### src/rtl/npc_pkg.sv
package npc_pkg;

  typedef enum logic [3:0] {
    BR_NONE  = 4'd0,
    BR_EQ    = 4'd1,
    BR_NE    = 4'd2,
    BR_LEZ   = 4'd3,
    BR_GTZ   = 4'd4,
    BR_LTZ   = 4'd5,
    BR_GEZ   = 4'd6,
    BR_LTZAL = 4'd7,
    BR_GEZAL = 4'd8,
    BR_J     = 4'd9,
    BR_JAL   = 4'd10,
    BR_JR    = 4'd11
  } br_kind_e;

  typedef enum logic [1:0] {
    TGT_REL    = 2'd0,
    TGT_REGION = 2'd1,
    TGT_REG    = 2'd2
  } tgt_src_e;

  localparam int unsigned INSN_BYTES = 4;
  localparam int unsigned WORD_SHIFT = 2;

endpackage

### src/rtl/npc_cond.sv
module npc_cond
  import npc_pkg::*;
#(
  parameter int unsigned W = 32
) (
  input  br_kind_e     kind_i,
  input  logic [W-1:0] rs_i,
  input  logic [W-1:0] rt_i,
  output logic         taken_o,
  output logic         link_o,
  output tgt_src_e     src_o
);

  logic rs_neg, rs_zero, ops_eq;

  assign rs_neg  = rs_i[W-1];
  assign rs_zero = (rs_i == '0);
  assign ops_eq  = (rs_i == rt_i);

  always_comb begin
    taken_o = 1'b0;
    link_o  = 1'b0;
    src_o   = TGT_REL;
    unique case (kind_i)
      BR_EQ:    taken_o = ops_eq;
      BR_NE:    taken_o = !ops_eq;
      BR_LEZ:   taken_o = rs_neg || rs_zero;
      BR_GTZ:   taken_o = !rs_neg && !rs_zero;
      BR_LTZ:   taken_o = rs_neg;
      BR_GEZ:   taken_o = !rs_neg;
      BR_LTZAL: begin taken_o = rs_neg;  link_o = 1'b1; end
      BR_GEZAL: begin taken_o = !rs_neg; link_o = 1'b1; end
      BR_J:     begin taken_o = 1'b1; src_o = TGT_REGION; end
      BR_JAL:   begin taken_o = 1'b1; link_o = 1'b1; src_o = TGT_REGION; end
      BR_JR:    begin taken_o = 1'b1; src_o = TGT_REG; end
      default:  ;
    endcase
  end

endmodule

### src/rtl/npc_target.sv
module npc_target
  import npc_pkg::*;
#(
  parameter int unsigned W     = 32,
  parameter int unsigned OFF_W = 16,
  parameter int unsigned IDX_W = 26
) (
  input  logic [W-1:0]     pc_i,
  input  logic [OFF_W-1:0] offset_i,
  input  logic [IDX_W-1:0] jidx_i,
  input  logic [W-1:0]     rs_i,
  input  tgt_src_e         src_i,
  output logic [W-1:0]     seq_o,
  output logic [W-1:0]     link_val_o,
  output logic [W-1:0]     tgt_o
);

  localparam int unsigned EXT_W    = W - OFF_W - WORD_SHIFT;
  localparam int unsigned REGION_W = W - IDX_W - WORD_SHIFT;

  logic [W-1:0] disp, rel_tgt, region_tgt;

  assign seq_o      = pc_i + W'(INSN_BYTES);
  assign link_val_o = pc_i + W'(2 * INSN_BYTES);

  // word offset -> byte displacement
  assign disp       = {{EXT_W{offset_i[OFF_W-1]}}, offset_i, {WORD_SHIFT{1'b0}}};
  assign rel_tgt    = seq_o + disp;
  assign region_tgt = {pc_i[W-1 -: REGION_W], jidx_i, {WORD_SHIFT{1'b0}}};

  always_comb begin
    unique case (src_i)
      TGT_REGION: tgt_o = region_tgt;
      TGT_REG:    tgt_o = rs_i;
      default:    tgt_o = rel_tgt;
    endcase
  end

endmodule

### src/rtl/npc_hold.sv
module npc_hold #(
  parameter int unsigned  W         = 32,
  parameter logic [W-1:0] RESET_VEC = '0
) (
  input  logic         clk_i,
  input  logic         rst_ni,
  input  logic         step_i,
  input  logic         taken_i,
  input  logic [W-1:0] tgt_i,
  input  logic [W-1:0] seq_i,
  output logic [W-1:0] fetch_pc_o,
  output logic         pend_o,
  output logic [W-1:0] pend_tgt_o
);

  logic [W-1:0] fetch_q, tgt_q;
  logic         pend_q;

  always_ff @(posedge clk_i or negedge rst_ni) begin
    if (!rst_ni) begin
      fetch_q <= RESET_VEC;
      pend_q  <= 1'b0;
      tgt_q   <= '0;
    end else if (step_i) begin
      // a held redirect lands one step after the delay slot
      fetch_q <= pend_q ? tgt_q : seq_i;
      pend_q  <= taken_i;
      if (taken_i) tgt_q <= tgt_i;
    end
  end

  assign fetch_pc_o = fetch_q;
  assign pend_o     = pend_q;
  assign pend_tgt_o = tgt_q;

endmodule

### src/rtl/npc_unit.sv
module npc_unit
  import npc_pkg::*;
#(
  parameter int unsigned  W         = 32,
  parameter int unsigned  OFF_W     = 16,
  parameter int unsigned  IDX_W     = 26,
  parameter logic [W-1:0] RESET_VEC = 32'hBFC0_0000
) (
  input  logic             clk_i,
  input  logic             rst_ni,
  input  logic             step_i,
  input  logic [W-1:0]     pc_i,
  input  logic [3:0]       br_type_i,
  input  logic [W-1:0]     rs_i,
  input  logic [W-1:0]     rt_i,
  input  logic [OFF_W-1:0] offset_i,
  input  logic [IDX_W-1:0] jidx_i,
  output logic [W-1:0]     fetch_pc_o,
  output logic             link_we_o,
  output logic [W-1:0]     link_data_o
);

  br_kind_e     kind;
  tgt_src_e     src;
  logic         taken, link;
  logic [W-1:0] seq, link_val, tgt;
  logic         pend;
  logic [W-1:0] pend_tgt;

  assign kind = br_kind_e'(br_type_i);

  npc_cond #(.W(W)) u_cond (
    .kind_i  (kind),
    .rs_i    (rs_i),
    .rt_i    (rt_i),
    .taken_o (taken),
    .link_o  (link),
    .src_o   (src)
  );

  npc_target #(.W(W), .OFF_W(OFF_W), .IDX_W(IDX_W)) u_target (
    .pc_i       (pc_i),
    .offset_i   (offset_i),
    .jidx_i     (jidx_i),
    .rs_i       (rs_i),
    .src_i      (src),
    .seq_o      (seq),
    .link_val_o (link_val),
    .tgt_o      (tgt)
  );

  npc_hold #(.W(W), .RESET_VEC(RESET_VEC)) u_hold (
    .clk_i      (clk_i),
    .rst_ni     (rst_ni),
    .step_i     (step_i),
    .taken_i    (taken),
    .tgt_i      (tgt),
    .seq_i      (seq),
    .fetch_pc_o (fetch_pc_o),
    .pend_o     (pend),
    .pend_tgt_o (pend_tgt)
  );

  assign link_we_o   = step_i && link;
  assign link_data_o = link_val;

endmodule

### config.mk
export PLATFORM = sky130hd
export DESIGN_NAME = npc_unit
export DESIGN_NICKNAME = d
export VERILOG_FILES = /design/src/rtl/npc_pkg.sv /design/src/rtl/npc_cond.sv /design/src/rtl/npc_target.sv /design/src/rtl/npc_hold.sv /design/src/rtl/npc_unit.sv
export SDC_FILE = /design/constraint.sdc
export NUM_CORES = 1
export LEC_CHECK = 0
export BUFFER_PORTS_ARGS = -buffer_cell sky130_fd_sc_hd__buf_2
export CORE_ASPECT_RATIO = 2
export CORE_MARGIN = 2
export CORE_UTILIZATION = 48
export DETAILED_ROUTE_END_ITERATION = 10
export PLACE_DENSITY = 0.76
export SLEW_MARGIN = 5
export SYNTH_ARGS = -nofsm -noshare
export SYNTH_HDL_FRONTEND = slang
export SYNTH_SLANG_ARGS = --single-unit
export TNS_END_PERCENT = 50
### constraint.sdc
create_clock -name clk_i -period 5.52 [get_ports clk_i]
set_input_delay 0.276 -clock clk_i [delete_from_list [all_inputs] [get_ports clk_i]]
set_output_delay 0.276 -clock clk_i [all_outputs]
set_load 0.05 [all_outputs]
==> results.sh <==
export IMPL_gp_congestion=0.960
export IMPL_cp_common_cell="nand3_1"
export IMPL_ctsHoldBuffers=0
export IMPL_tightest_slew_ns=0.944
export IMPL_path_max_fanout=14
export IMPL_die_h_um=168
export IMPL_status="completed"
export IMPL_drc=0
export IMPL_slew_viol_final=0
export IMPL_grt_max_degree=66
export IMPL_clock_path_buffers=2
export IMPL_core_area_um2=13300
export IMPL_synth_compound_area_share_pct=21.8
export IMPL_wl_per_cell_um=21.9
export IMPL_io_pins=210
export IMPL_htreeDepth=3
export IMPL_leakagePower_uw=0.00366
export IMPL_fin_util_pct=59.2
export IMPL_grt_pass1_vias=6874
export IMPL_setup_tns_ns=0
export IMPL_syn_area_um2=6460
export IMPL_drtIter0Drc=469
export IMPL_finalHoldViolCount=0
export IMPL_cp_slowest_cell="nor3_1"
export IMPL_ir_worst_vdd_mv=0.197
export IMPL_met1Wirelength_um=8650
export IMPL_path_buf_inv=1
export IMPL_grt_pass1_wl_um=37200
export IMPL_post_synth_cell_area_avg_um2=8.39
export IMPL_relSlewSlack_pct=37.1
export IMPL_cts_tree="yes"
export IMPL_crit_path_start_kind="primary input"
export IMPL_setup_ws_ns=1.54
export IMPL_highest_layer="met4"
export IMPL_drive_gt1_share_pct=29.7
export IMPL_cts_setup_buffers=0
export IMPL_synth_edf_count=0
export IMPL_grt_remaining_overflow=0
export IMPL_synth_cell_types=75
export IMPL_fillers=1297
export IMPL_drt_wl_total_um=24400
export IMPL_post_route_min_period_ns=3.98
export IMPL_fmax_mhz=251
export IMPL_slowest_delay_ns=0.56
export IMPL_synth_top_family_by_area="compound AO/OA/AOI/OAI gates"
export IMPL_nets=1137
export IMPL_path_cells="buf_2 > ha_1 > nand3_1 > nor3_1 > nand3_1 > xnor2_1 > ha_1 > nand2_1 > nor2_1 > nand3_1 > or3_4 > a2111o_1 > a311oi_2 > o2111ai_1 > a22o_1"
export IMPL_cts_resized_gates=0
export IMPL_grt_usage_pct=33.7
export IMPL_num_vias=6774
export IMPL_crit_family="simple AND/OR/NAND/NOR gates"
export IMPL_wl_met2_um=12700
export IMPL_cts_root_buf="clkbuf_16"
export IMPL_antenna_found_initial=0
export IMPL_ys_flop_type="dfrtp_1"
export IMPL_synth_xor_area_share_pct=15.1
export IMPL_cts_sinks=65
export IMPL_synth_seq_cells=65
export IMPL_areaGrowthSynthToFinish_pct=21.7
export IMPL_dr_wl_met3_um=1240
export IMPL_timing_final_crit_share_pct=72.0
export IMPL_die_w_um=86.0
export IMPL_syn_num_nets=954
export IMPL_yosys_area_share_simple_pct=17.4
export IMPL_yosys_warnings=0
export IMPL_clk_pin_slew_ns=0.06
export IMPL_drtAntennaViolNets=0
export IMPL_crit_path_end_kind="register"
export IMPL_postSynthCellCount=770
export IMPL_synth_fa_ha_area_share_pct=7.67
export IMPL_drv_cap=0
export IMPL_dr_pass1_iters=5
export IMPL_dp_hpwl_um=19300
export IMPL_worstPathRequired_ns=5.74
export IMPL_port_buffers=209
export IMPL_die_area_um2=14500
export IMPL_place_ws_ns=1.26
export IMPL_power_density_nw_per_um2=289
export IMPL_numCtsBuffers=9
export IMPL_ys_seq_area_share_pct=25.3
export IMPL_rows=60
export IMPL_crit_arrival_ns=4.20
export IMPL_start_util_pct=48.6
export IMPL_clkLatencyLatePin_ns=0.34
export IMPL_synthMuxAreaShare_pct=8.08
export IMPL_diodes=0
export IMPL_rsz0062_at_grt="no"
export IMPL_skew_ns=0.00767
export IMPL_setup_violations=0
export IMPL_crit_type="in2reg"
export IMPL_async_flop_share_pct=100
export IMPL_min_path_type="in2async"
export IMPL_avgViaCountPerCell=6.09
==> registers in the layout, indices dropped and copies added (netlist names) <==
name and cells:
u_hold.pend_tgt_o 32, u_hold.pend_o 1, u_hold.fetch_pc_o 32
==> report_power, final <==
group | switching, uW | internal, uW
Sequential | 83.1 | 619
Clock | 219 | 384
Combinational | 635 | 334
Total | 937 | 1340
==> cells in the mapped netlist (10+ instances only) <==
cell type  instances  share of area [%]
a21o_1            14                1.6
a21oi_1           55                4.3
xnor2_1           42                5.7
inv_1             23                1.3
nand4_1           16                1.5
a221o_1           18                2.8
ha_1              38                7.4
nor4_1            20                1.9
nand2_1           70                4.1
o21ai_0           56                4.3
nor2_1            59                3.4
mux2i_1           24                3.7
clkbuf_1          27                1.6
dfrtp_1           56                 22
mux2_2            24                4.2
nand3_1           22                1.7
nor3_1            10               0.77
xor2_1            64                8.7
==> path summary, 6_finish.rpt <==
check | to | slack [ns] | depth (start not counted) | start
hold / removal | u_hold.fetch_pc_o[19]$_DFFE_PN0P_ | 0.13 | 2 | rst_ni
setup reg to reg | u_hold.fetch_pc_o[18]$_DFFE_PN0P_ | 3.47 | 3 | u_hold.pend_o$_DFFE_PN0P_
setup / recovery | u_hold.pend_tgt_o[29]$_DFFE_PN0P_ | 1.54 | 15 | pc_i[2]
max in group asynchronous | u_hold.pend_tgt_o[2]$_DFFE_PN0P_ | 4.83 | 2 | rst_ni
hold reg to reg | u_hold.fetch_pc_o[27]$_DFFE_PN1P_ | 0.48 | 1 | u_hold.fetch_pc_o[27]$_DFFE_PN1P_
min in group clk_i | u_hold.pend_tgt_o[1]$_DFFE_PN0P_ | 0.22 | 3 | pc_i[1]
==> metal layers <==
layer / vias up / track usage, %
li1: 3189 / -
met1: 3226 / 36.8
met2: 288 / 59.6
met3: 71 / 4.95
met4: 0 / 20.8
met5: - / 0
==> stage by stage <==
stage               hold slack [ns]  std cells  instance area (um2)  power [uW]
finish                        0.132       1112                 7860        2270
global route                  0.215       1112                 7860        2380
CTS                           0.157       1112                 7860        2280
detailed placement            0.469       1097                 7550        1670
global placement              0.463       1097                 7550        1660
floorplan                   -0.0196        770                 6460        1360
==> cells by family (layout without fill, tap and decap cells) <==
logic type / count (synthesis) / in the layout
mux: 49 / 49
fa+ha+maj: 39 / 39
xor+xnor: 109 / 109
compound gates: 213 / 213
flops: 65 / 65
buf+inv: 68 / 255
simple gates: 227 / 227
==> layout make-up <==
type	instances	area (um2)	share of cell area, %
inverter	24	90.1	1.15
multi-input combinational	637	4530	57.7
clock buffer	13	270	3.44
clock inverter	2	37.5	0.477
sequential	65	1640	20.8
timing repair buffer	216	1100	14.0
tap	155	194	2.47
==> layout by cell type (no fill, tap or decap), types with 10 or more instances in the layout <==
| master | n |
|---|---|
| inv_1 | 23 |
| dfrtp_1 | 56 |
| a21oi_1 | 55 |
| mux2_2 | 24 |
| buf_2 | 209 |
| nand4_1 | 16 |
| xnor2_1 | 42 |
| nand2_1 | 70 |
| nand3_1 | 22 |
| xor2_1 | 64 |
| nor2_1 | 59 |
| nor3_1 | 10 |
| ha_1 | 38 |
| a221o_1 | 18 |
| nor4_1 | 20 |
| o21ai_0 | 56 |
| a21o_1 | 14 |
| mux2i_1 | 24 |
(Power assumes the default switching activity.)
